### src/rtl/walsh_enc_pkg.sv
package walsh_enc_pkg;
  localparam int SLOT_W    = 7;
  localparam int FRAME_LEN = 64;
  localparam int CHIP_W    = 6;
  localparam int SYM_W     = 4;
  localparam int PN_W      = 6;

  typedef struct packed {
    logic              isQ;
    logic              inPre;
    logic              load;
    logic              frameLoad;
    logic              stepPn;
    logic [SLOT_W-1:0] slot;
  } ctrlStrobe_t;
endpackage

### src/rtl/walsh_spread_ctrl.sv
module walsh_spread_ctrl
  import walsh_enc_pkg::*;
#(
  parameter int ALT_LEN  = 32,
  parameter int WORD_LEN = 48
) (
  input  logic        clk,
  input  logic        rst,
  input  logic        rateLat,
  output ctrlStrobe_t strobe
);
  localparam logic [SLOT_W-1:0] PRE_LAST   = SLOT_W'(ALT_LEN + WORD_LEN - 1);
  localparam logic [SLOT_W-1:0] FRAME_LAST = SLOT_W'(FRAME_LEN - 1);
  localparam logic [SLOT_W-1:0] HALF_LAST  = SLOT_W'(FRAME_LEN / 2 - 1);

  logic              phase;
  logic              inPre;
  logic [SLOT_W-1:0] slot;
  logic              lastSlot;
  logic              halfEnd;

  always_comb begin
    lastSlot = inPre ? (slot == PRE_LAST) : (slot == FRAME_LAST);
    halfEnd  = !inPre && rateLat && (slot == HALF_LAST);
    strobe.isQ       = phase;
    strobe.inPre     = inPre;
    strobe.load      = phase && (lastSlot || halfEnd);
    strobe.frameLoad = phase && lastSlot;
    strobe.stepPn    = phase && !inPre;
    strobe.slot      = slot;
  end

  always_ff @(posedge clk) begin
    if (rst) begin
      phase <= 1'b0;
      inPre <= 1'b1;
      slot  <= '0;
    end else begin
      phase <= !phase;
      if (phase) begin
        if (lastSlot) begin
          slot  <= '0;
          inPre <= 1'b0;
        end else begin
          slot <= slot + 1'b1;
        end
      end
    end
  end
endmodule

### src/rtl/walsh_spread_dp.sv
module walsh_spread_dp
  import walsh_enc_pkg::*;
#(
  parameter int              ALT_LEN   = 32,
  parameter int              WORD_LEN  = 48,
  parameter logic [WORD_LEN-1:0] SYNC_WORD = 48'hF3A6_0D95_7C21,
  parameter logic [PN_W-1:0] PN_SEED   = '1
) (
  input  logic             clk,
  input  logic             rst,
  input  ctrlStrobe_t      strobe,
  input  logic             rateSel,
  input  logic             syncIn,
  input  logic             symValid,
  input  logic [SYM_W-1:0] symData,
  output logic             rateLat,
  output logic             chipOut
);
  localparam int IDX_W = 2 + SYM_W + CHIP_W;
  localparam int WIDX_W = $clog2(WORD_LEN);

  logic [SYM_W-1:0] sym;
  logic             syncLat;
  logic [PN_W-1:0]  pn;
  logic [CHIP_W-1:0] k;
  logic             pnBit;
  logic [IDX_W-1:0] lookupIdx;
  logic [1:0]       pairIQ;
  logic [SLOT_W-1:0] wOff;
  logic [WIDX_W-1:0] wIdx;
  logic             preBit;

  // Chip-pair lookup: index = {rate, sync, symbol, chip slot}; returns {I, Q}.
  function automatic logic [1:0] codePair(input logic [IDX_W-1:0] idx, input logic pb);
    logic             r;
    logic             s;
    logic [SYM_W-1:0] n;
    logic [CHIP_W-1:0] kk;
    logic             q;
    {r, s, n, kk} = idx;
    q = r ? ^(n & kk[4:1]) : ^(n & kk[5:2]);
    return {s ^ pb, q};
  endfunction

  always_comb begin
    k         = strobe.slot[CHIP_W-1:0];
    pnBit     = (k == CHIP_W'(FRAME_LEN - 1)) ? 1'b0 : pn[PN_W-1];
    lookupIdx = {rateLat, syncLat, sym, k};
    pairIQ    = codePair(lookupIdx, pnBit);
    wOff      = strobe.slot - SLOT_W'(ALT_LEN);
    wIdx      = WIDX_W'(WORD_LEN - 1) - WIDX_W'(wOff);
    preBit    = (strobe.slot < SLOT_W'(ALT_LEN)) ? strobe.slot[0] : SYNC_WORD[wIdx];
    if (strobe.inPre)   chipOut = strobe.isQ ? 1'b0 : preBit;
    else                chipOut = strobe.isQ ? pairIQ[0] : pairIQ[1];
  end

  always_ff @(posedge clk) begin
    if (rst) begin
      sym     <= '0;
      syncLat <= 1'b0;
      rateLat <= 1'b0;
      pn      <= PN_SEED;
    end else begin
      if (strobe.load) sym <= symValid ? symData : '0;
      if (strobe.frameLoad) begin
        syncLat <= syncIn;
        rateLat <= rateSel;
        pn      <= PN_SEED;
      end else if (strobe.stepPn) begin
        pn <= {pn[PN_W-2:0], pn[PN_W-1] ^ pn[PN_W-2]};
      end
    end
  end
endmodule

### src/rtl/walsh_spread_enc.sv
module walsh_spread_enc
  import walsh_enc_pkg::*;
#(
  parameter int                  ALT_LEN   = 32,
  parameter int                  WORD_LEN  = 48,
  parameter logic [WORD_LEN-1:0] SYNC_WORD = 48'hF3A6_0D95_7C21,
  parameter logic [PN_W-1:0]     PN_SEED   = '1
) (
  input  logic             clk,
  input  logic             rst,
  input  logic             rateSel,
  input  logic             syncIn,
  input  logic             symValid,
  input  logic [SYM_W-1:0] symData,
  output logic             symReady,
  output logic             chipOut,
  output logic             chipIsQ,
  output logic             preambleOn
);
  ctrlStrobe_t strobe;
  logic        rateLat;

  walsh_spread_ctrl #(.ALT_LEN(ALT_LEN), .WORD_LEN(WORD_LEN)) ctrl_i (
    .clk(clk), .rst(rst), .rateLat(rateLat), .strobe(strobe)
  );

  walsh_spread_dp #(
    .ALT_LEN(ALT_LEN), .WORD_LEN(WORD_LEN), .SYNC_WORD(SYNC_WORD), .PN_SEED(PN_SEED)
  ) dp_i (
    .clk(clk), .rst(rst), .strobe(strobe), .rateSel(rateSel), .syncIn(syncIn),
    .symValid(symValid), .symData(symData), .rateLat(rateLat), .chipOut(chipOut)
  );

  assign symReady   = strobe.load;
  assign chipIsQ    = strobe.isQ;
  assign preambleOn = strobe.inPre;
endmodule

### config.mk
export PLATFORM = sky130hd
export DESIGN_NAME = walsh_spread_enc
export DESIGN_NICKNAME = d
export VERILOG_FILES = /design/src/rtl/walsh_enc_pkg.sv /design/src/rtl/walsh_spread_ctrl.sv /design/src/rtl/walsh_spread_dp.sv /design/src/rtl/walsh_spread_enc.sv
export SDC_FILE = /design/constraint.sdc
export NUM_CORES = 1
export LEC_CHECK = 0
export ABC_AREA = 1
export BUFFER_PORTS_ARGS = -buffer_cell sky130_fd_sc_hd__buf_2
export CAP_MARGIN = 20
export CORE_ASPECT_RATIO = 1.75
export CORE_MARGIN = 1.5
export CORE_UTILIZATION = 55
export CTS_CLUSTER_SIZE = 16
export DETAILED_ROUTE_END_ITERATION = 7
export PLACE_DENSITY = 0.78
export REMOVE_ABC_BUFFERS = 1
export SKIP_LAST_GASP = 1
export SYNTH_ARGS = -nofsm -noshare
export SYNTH_HDL_FRONTEND = slang
export SYNTH_SLANG_ARGS = --single-unit
### constraint.sdc
create_clock -name clk -period 3.55 [get_ports clk]
set_input_delay 0.1775 -clock clk [delete_from_list [all_inputs] [get_ports clk]]
set_output_delay 0.1775 -clock clk [all_outputs]
set_load 0.01 [all_outputs]
==> results.py, run 1 <==
metrics = {
    "outcome": {
        "status": "finished clean",
    },
    "global_route": {
        "grt_pass1_vias": 1222,
        "track_usage": 0.269,
        "grt_max_degree": 16,
        "grt_first_pass_wirelength_um": 5010,
        "antenna_found_initial": 0,
        "gr-total-overflow": 0,
    },
    "final_layout": {
        "drive_gt1_frac": 0.127,
        "stdcell_area_sq_mm": 0.00141,
        "area_delta_synth_final_pct": 8.45,
        "nFillCells": 219,
        "final_cell_mix": "nand2_1 (78), nand3_1 (26), dfxtp_1 (21)",
        "final_cells": 238,
        "final_nets": 229,
        "antennaDiodeCount": 0,
        "mostFrequentLayoutCell": "nand2_1",
    },
    "cts": {
        "cts-buffers-inserted": 3,
        "clkTransAtPathRegs_ns": 0.07,
        "clkLatencyLatePin_ns": 0.26,
        "cts_setup_buffers": 0,
        "cts_htree_levels": 1,
        "cts.sinks": 21,
        "ctsResizeCount": 0,
        "root_buffer": "clkbuf_8",
        "clock_path_buffers": 2,
        "hold_buffers": 0,
        "cts_tree": "yes",
    },
    "yosys": {
        "synth_cells": 201,
        "synth_area_leader_cell": "dfxtp_1",
        "syn_area_sq_mm": 0.00130,
        "yosysTopAreaCellShare": 0.323,
        "ys_ff_latch": 21,
        "ys_types": 25,
        "yosysWarnings": 0,
        "yosysSeqAreaShare": 0.323,
        "synth.avg_cell_area_sq_um": 6.48,
        "synthTopCellsByArea": "dfxtp_1 (32%), nand2_1 (22%), nand3_1 (10%)",
    },
    "timing": {
        "drv_slew": 0,
        "fmax_ghz": 0.492,
        "skew_ns": 0.00169,
        "worst_pin_slew_ns": 0.536,
        "fin_worst_hold_slack_ns": 0.103,
        "setup_viol": 0,
        "period_share": 0.572,
        "fin_crit_ns": 2.03,
        "rsz0062_at_grt": "false",
        "slew_headroom": 0.642,
        "tns_ns": 0,
        "hold_violations": 0,
    },
    "drt": {
        "first_iter_violations": 16,
        "first_pass_iters": 4,
        "ant_nets": 0,
        "wl_per_cell_um": 12.3,
        "finalWirelength_um": 2930,
        "via_count": 1275,
        "drc": 0,
        "vias_per_cell": 5.36,
    },
    "place": {
        "place.detailed.hpwl_um": 2250,
        "placed_area_sq_mm": 0.00137,
        "place_congestion": 0.867,
        "dp_cells": 234,
        "port_buffers": 12,
    },
    "power": {
        "p_per_area_mw_per_mm2": 302,
        "p_leak_nw": 0.706,
        "ir_worst_vdd_v": 0.000283,
        "p_total_mw": 0.427,
    },
    "worst_setup_path": {
        "critPathRequiredTime_ns": 3.37,
        "worstSetupPathType": "reg2out",
        "cp_data_arrival_time_ns": 1.85,
        "startpoint_type": "flip-flop",
        "endpoint_kind": "output pin",
        "worstPathMaxFanout": 7,
    },
    "worst_hold_path": {
        "hold_path_class": "in2reg",
    },
    "floorplan": {
        "pin_count": 13,
        "die_w_um": 39.8,
        "core_area_sq_mm": 0.00227,
        "die-area_sq_mm": 0.00268,
        "initial_core_util": 0.573,
        "num_rows": 23,
        "fp.dieH_um": 67.4,
    },
    "job": {
        "drv_cap": 0,
    },
}
sequential cells by signal, indices dropped and copies added (netlist names):
signal,count
dp_i.rateLat,1
dp_i.sym,4
ctrl_i.phase,1
ctrl_i.inPre,1
dp_i.pn,6
dp_i.syncLat,1
ctrl_i.slot,7
kinds of logic after synthesis:
family          count (synthesis)  share of synthesized area
flops                          21                      0.323
compound gates                 14                     0.0769
fa+ha+maj                       6                     0.0576
simple gates                  131                      0.431
xor+xnor                        5                     0.0336
buf+inv                        24                     0.0778
through the flow:
step                      utilization  setup slack, ns
after floorplan                     -             2.05
after global placement          0.602             1.88
after detailed placement        0.602             1.81
after CTS                       0.621             1.52
after global routing            0.621             1.37
final                           0.621             1.52
synth_stat cells:
cell,instances
nand2_1,78
nand3_1,26
dfxtp_1,21
nor2_1,16
inv_1,15
ha_1,6
a21oi_1,5
inv_2,4
o21ai_0,4
buf_4,3
nor3_1,3
xor2_1,3
nand2_2,2
nand3_2,2
nand4_1,2
xnor2_1,2
a21oi_4,1
clkbuf_1,1
clkinv_1,1
nor2_4,1
nor3b_1,1
o211ai_2,1
o21bai_1,1
o22ai_1,1
o22ai_2,1
path summary, 6_finish.rpt:
path / from / end / slack [ns] / cells past startpoint
worst max-delay path: ctrl_i.slot[0] / chipOut / 1.52 / 11
worst min-delay path: rst / ctrl_i.phase / 0.10 / 2
worst max register to register: ctrl_i.slot[1] / dp_i.pn[2] / 1.87 / 7
worst min register to register: dp_i.pn[1] / dp_i.pn[1] / 0.48 / 2
power breakdown:
group          total [mW]  internal, mW  switching, mW
Combinational      0.0283        0.0121         0.0163
Sequential          0.245         0.238        0.00717
Clock               0.154        0.0800         0.0737
per-layer routing:
layer  share of wire  wire, um  vias up  GRT usage
met1            0.38      1120      574      0.285
li1                -         -      664          -
met2            0.56      1640       28      0.490
met3           0.030        88        9     0.0329
met4           0.030        87        0      0.129
met5               0         0        -          0
critical path: stages, from the launching register on:
cell      delay (ns)
dfxtp_1         0.46
inv_1           0.12
ha_1            0.32
nand2_1         0.09
nand2_1         0.05
a21oi_1         0.14
o21bai_1        0.08
nand2_1         0.07
nand2_1         0.04
nand2_1         0.05
nand2_1         0.05
buf_2           0.13
layout make-up:
class	instances	area, sq um	share of cell area
Tap cell	25	31.3	0.0221
Timing Repair Buffer	12	60.1	0.0425
Sequential cell	21	420	0.298
Multi-Input combinational cell	156	781	0.553
Inverter	20	75.1	0.0531
Clock buffer	4	45.0	0.0319
Power figures use the tool's default switching activity.
==> run 2, diff against run 1 <==
==> constraint.sdc (replaced) <==
create_clock -name clk -period 2.1 [get_ports clk]
set_input_delay 0.105 -clock clk [delete_from_list [all_inputs] [get_ports clk]]
set_output_delay 0.105 -clock clk [all_outputs]
set_load 0.01 [all_outputs]
==> run 2 against run 1 <==
Against the previous run: sequential cell count unchanged; highest routed layer unchanged; clock power increased by 71%; clock skew increased by 0.0030 ns; setup slack got worse by 1.3 ns; die area unchanged; count of clock-buffer cells in the layout unchanged; critical path type unchanged; worst hold slack got worse by 0.078 ns.
==> results.py, run 2 (synthesis results as in run 1) <==
metrics = {
    "timing": {
        "fin_worst_hold_slack_ns": 0.0251,
        "hold_violations": 0,
        "slew_headroom": 0.739,
        "worst_pin_slew_ns": 0.391,
        "fin_crit_ns": 1.86,
        "fmax_ghz": 0.537,
        "period_share": 0.887,
        "setup_viol": 0,
        "drv_slew": 0,
        "rsz0062_at_grt": "false",
        "tns_ns": 0,
        "skew_ns": 0.00464,
    },
    "power": {
        "ir_worst_vdd_v": 0.000483,
        "p_leak_nw": 0.711,
        "p_per_area_mw_per_mm2": 512,
    },
    "cts": {
        "hold_buffers": 0,
        "ctsResizeCount": 0,
        "cts_setup_buffers": 0,
        "clkLatencyLatePin_ns": 0.27,
        "root_buffer": "clkbuf_8",
        "clkTransAtPathRegs_ns": 0.07,
        "cts.sinks": 21,
        "cts_tree": "yes",
        "cts-buffers-inserted": 3,
        "cts_htree_levels": 1,
        "clock_path_buffers": 2,
    },
    "place": {
        "dp_cells": 235,
        "place_congestion": 0.857,
        "port_buffers": 12,
        "placed_area_sq_mm": 0.00138,
        "place.detailed.hpwl_um": 2240,
    },
    "worst_setup_path": {
        "crit_buf_inv": 2,
        "endpoint_kind": "output pin",
        "cpMaxStageDelayCell": "dfxtp_1",
        "cp-startpoint": "ctrl_i.slot[1]",
        "worstSetupPathType": "reg2out",
        "startpoint_type": "flip-flop",
        "cp_data_arrival_time_ns": 1.76,
        "critPathRequiredTime_ns": 2.00,
        "rr_startpoint": "ctrl_i.slot[1]",
        "worstPathMaxFanout": 8,
        "crit_path_frequent_cell": "nand2_1",
        "path_cells": "inv_1, ha_1, nand2_1, nand2_1, a21oi_1, o21bai_1, nand2_1, nand2_1, nand2_1, nand2_1, buf_2",
        "critPathTopFamily": "flip-flops",
        "max_stage_delay_ns": 0.46,
    },
    "final_layout": {
        "final_nets": 230,
        "drive_gt1_frac": 0.136,
        "fin_util": 0.625,
        "largest_reg_flops": 7,
        "final_cell_mix": "nand2_1 (78), nand3_1 (26), dfxtp_1 (20)",
        "final_cells": 239,
        "stdcell_area_sq_mm": 0.00142,
        "max_flop_register": "ctrl_i.slot",
        "largest_registers": "ctrl_i.slot: 7 flops, dp_i.pn: 6 flops, dp_i.sym: 4 flops",
        "area_delta_synth_final_pct": 9.13,
        "mostFrequentLayoutCell": "nand2_1",
        "antennaDiodeCount": 0,
    },
    "drt": {
        "first_pass_iters": 4,
        "first_iter_violations": 23,
        "vias_per_cell": 5.25,
        "via_count": 1255,
        "drc": 0,
        "wl_per_cell_um": 11.5,
        "ant_nets": 0,
        "finalWirelength_um": 2760,
    },
    "floorplan": {
        "fp.dieH_um": 67.4,
        "core_area_sq_mm": 0.00227,
        "die_w_um": 39.8,
        "num_rows": 23,
        "pin_count": 13,
        "die-area_sq_mm": 0.00268,
        "initial_core_util": 0.573,
    },
    "worst_hold_path": {
        "min-delay-start": "rst",
        "hold_path_class": "in2reg",
    },
    "outcome": {
        "status": "finished clean",
    },
    "job": {
        "drv_cap": 0,
    },
    "global_route": {
        "grt_pass1_vias": 1136,
        "grt_first_pass_wirelength_um": 4680,
        "track_usage": 0.254,
        "antenna_found_initial": 0,
        "gr-total-overflow": 0,
        "grt_max_degree": 14,
    },
}
==> run 2: changes by cell type in the layout (fill, tap and decap cells not counted), sizes merged <==
cell	change
buf	+1
==> run 2: worst reg2reg max path: stages, from the launching register on <==
cell	delay, ns
dfxtp_1	0.46
ha_1	0.28
nand3_2	0.12
nor2_4	0.21
nand3_2	0.16
nand2_2	0.15
inv_2	0.09
nand3_1	0.08
==> run 2: area by class of cell <==
| class | count | area [sq um] |
|---|---|---|
| fillers | 241 | 852 |
| multi-input cells | 156 | 781 |
| flip-flops and latches | 21 | 422 |
| inverters | 20 | 75.1 |
| repair buffers | 13 | 67.6 |
| clock buffers | 4 | 45.0 |
| well taps | 25 | 31.3 |
==> run 2: final timing paths <==
kind | endpoint | slack, ns | cells past startpoint
max | chipOut | 0.24 | 11
min | ctrl_i.phase | 0.03 | 2
max reg2reg | dp_i.pn[1] | 0.50 | 7
min reg2reg | dp_i.pn[3] | 0.49 | 2
==> run 2: per-layer routing <==
layer	track usage	share of wire	routed length, um	vias to the layer above
met5	0	0	0	-
met4	0.116	0.021	59	0
met3	0.0395	0.020	56	5
met2	0.459	0.56	1550	11
met1	0.270	0.39	1090	574
li1	-	-	-	665
==> run 2: metrics by stage <==
stage | worst slack (ns) | power [mW]
2_1_floorplan | 0.674 | 0.451
3_3_place_gp | 0.432 | 0.471
3_5_place_dp | 0.437 | 0.472
4_1_cts | 0.146 | 0.729
5_1_grt | 0.0655 | 0.756
6_report | 0.237 | 0.727
==> run 2: where the power goes <==
group	switching [mW]	leakage, nW	internal, mW
Clock	0.128	0.0228	0.135
Combinational	0.0313	0.518	0.0221
Sequential	0.00735	0.170	0.403
==> run 3, diff against run 2 <==
--- a/config.mk
+++ b/config.mk
@@ -14,7 +14,7 @@
 export CTS_CLUSTER_SIZE = 16
 export DETAILED_ROUTE_END_ITERATION = 7
 export PLACE_DENSITY = 0.78
-export REMOVE_ABC_BUFFERS = 1
+export RECOVER_POWER = 25
 export SKIP_LAST_GASP = 1
 export SYNTH_ARGS = -nofsm -noshare
 export SYNTH_HDL_FRONTEND = slang
==> run 3 against run 2 <==
Against the previous run: power rose by 0.40%; critical path depth fell by 5; via count fell by 0.64%; clock power barely moved; worst hold slack got worse by 0.0067 ns; sequential share of layout area rose by 0.24 points; count of clock-buffer cells in the layout fell by 1; critical path type unchanged; critical endpoint unchanged; largest power group unchanged.
==> results.py, run 3 (synthesis results as in run 1) <==
metrics = {
    "cts": {
        "clkTransAtPathRegs_ns": 0.07,
        "ctsResizeCount": 0,
        "cts_htree_levels": 1,
        "clock_path_buffers": 2,
        "cts_setup_buffers": 0,
        "cts_tree": "yes",
        "cts.sinks": 21,
        "cts-buffers-inserted": 3,
        "clkLatencyLatePin_ns": 0.26,
        "root_buffer": "clkbuf_8",
        "hold_buffers": 0,
    },
    "power": {
        "p_int_mw": 0.555,
        "p_comb_frac": 0.073,
        "ir_worst_vdd_v": 0.000429,
        "p_seq_frac": 0.562,
        "p_per_area_mw_per_mm2": 518,
        "switching_share": 0.239,
        "power_frac_clock": 0.365,
        "p_leak_nw": 0.703,
        "p_sw_mw": 0.175,
    },
    "timing": {
        "tns_ns": 0,
        "fin_ws_ns": 0.129,
        "fin_crit_ns": 1.97,
        "worst_pin_slew_ns": 0.622,
        "period_share": 0.939,
        "rsz0062_at_grt": "false",
        "drv_slew": 0,
        "setup_viol": 0,
        "skew_ns": 0.00259,
        "slew_headroom": 0.585,
        "hold_violations": 0,
        "fmax_ghz": 0.507,
    },
    "drt": {
        "first_pass_iters": 4,
        "wl_per_cell_um": 12.4,
        "finalWirelength_um": 2970,
        "via_count": 1247,
        "first_iter_violations": 34,
        "drc": 0,
        "vias_per_cell": 5.22,
        "ant_nets": 0,
    },
    "final_layout": {
        "mostFrequentLayoutCell": "nand2_1",
        "final_nets": 230,
        "largest_reg_flops": 7,
        "final_cell_mix": "nand2_1 (78), nand3_1 (26), dfxtp_1 (20)",
        "area_delta_synth_final_pct": 8.26,
        "antennaDiodeCount": 0,
        "nFillCells": 213,
        "max_flop_register": "ctrl_i.slot",
        "drive_gt1_frac": 0.121,
        "largest_registers": "ctrl_i.slot: 7 flops, dp_i.pn: 6 flops, dp_i.sym: 4 flops",
    },
    "job": {
        "drv_cap": 0,
    },
    "worst_setup_path": {
        "critPathRequiredTime_ns": 2.00,
        "worstSetupPathType": "reg2out",
        "endpoint_kind": "output pin",
        "startpoint_type": "flip-flop",
        "worstPathMaxFanout": 14,
        "cp_data_arrival_time_ns": 1.87,
    },
    "floorplan": {
        "num_rows": 23,
        "die-area_sq_mm": 0.00268,
        "core_area_sq_mm": 0.00227,
        "pin_count": 13,
        "fp.dieH_um": 67.4,
        "initial_core_util": 0.573,
        "die_w_um": 39.8,
    },
    "place": {
        "place_congestion": 0.912,
        "port_buffers": 12,
        "place_ws_ns": 0.417,
        "place.detailed.hpwl_um": 2370,
    },
    "global_route": {
        "grt_pass1_vias": 1131,
        "gr-total-overflow": 0,
        "grt_first_pass_wirelength_um": 4620,
        "antenna_found_initial": 0,
        "grt_max_degree": 15,
        "track_usage": 0.247,
    },
    "yosys": {
        "syn-num-nets": 216,
    },
    "worst_hold_path": {
        "hold_path_class": "in2reg",
    },
    "outcome": {
        "status": "finished clean",
    },
}
==> run 3: through the flow <==
stage / cells / area [sq um] / util / power (mW) / hold slack [ns]
after global routing: 239 / 1410 / 0.620 / 0.751 / 0.0301
after global placement: 235 / 1380 / 0.605 / 0.472 / 0.304
final: 239 / 1410 / 0.620 / 0.730 / 0.0184
after floorplan: 201 / 1300 / - / 0.452 / 0.183
after detailed placement: 235 / 1380 / 0.605 / 0.474 / 0.300
after CTS: 239 / 1420 / 0.625 / 0.732 / 0.0216
==> run 3: final timing paths <==
kind                                    from             end  slack (ns)  depth (start not counted)
worst max-delay path            ctrl_i.phase         chipOut        0.13                          6
worst max register to register  ctrl_i.phase  ctrl_i.slot[5]        0.39                          6
worst min-delay path                     rst    ctrl_i.phase        0.02                          2
worst min register to register  dp_i.syncLat    dp_i.syncLat        0.49                          2
==> run 3: worst max-delay path, stage by stage, from the launching register on <==
cell,delay [ns]
dfxtp_1,0.37
clkbuf_1,0.50
nand2_1,0.34
nand2_1,0.15
nand2_1,0.06
nand2_1,0.06
buf_2,0.12
==> run 3: area by class of cell <==
| type | instances | area [sq um] | area share |
|---|---|---|---|
| repair buffers | 13 | 61.3 | 0.0435 |
| flip-flops and latches | 21 | 422 | 0.299 |
| well taps | 25 | 31.3 | 0.0222 |
| clock inverters | 1 | 5.00 | 0.00355 |
| clock buffers | 3 | 41.3 | 0.0293 |
| inverters | 20 | 75.1 | 0.0532 |
| multi-input cells | 156 | 774 | 0.549 |
==> run 3: routing by layer <==
metal  GRT usage  wire length, um  vias up
met1       0.262             1200      556
met5           0                0        -
li1            -                -      668
met2       0.453             1640       15
met3      0.0296               48        8
met4       0.112               82        0
==> run 3: power by group through the flow <==
stage	clock (mW)	combinational [mW]	sequential [mW]
finish	0.266	0.0535	0.410
global route	0.277	0.0625	0.411
CTS	0.267	0.0550	0.410
detailed placement	0	0.0549	0.419
global placement	0	0.0536	0.419
floorplan	0	0.0338	0.418
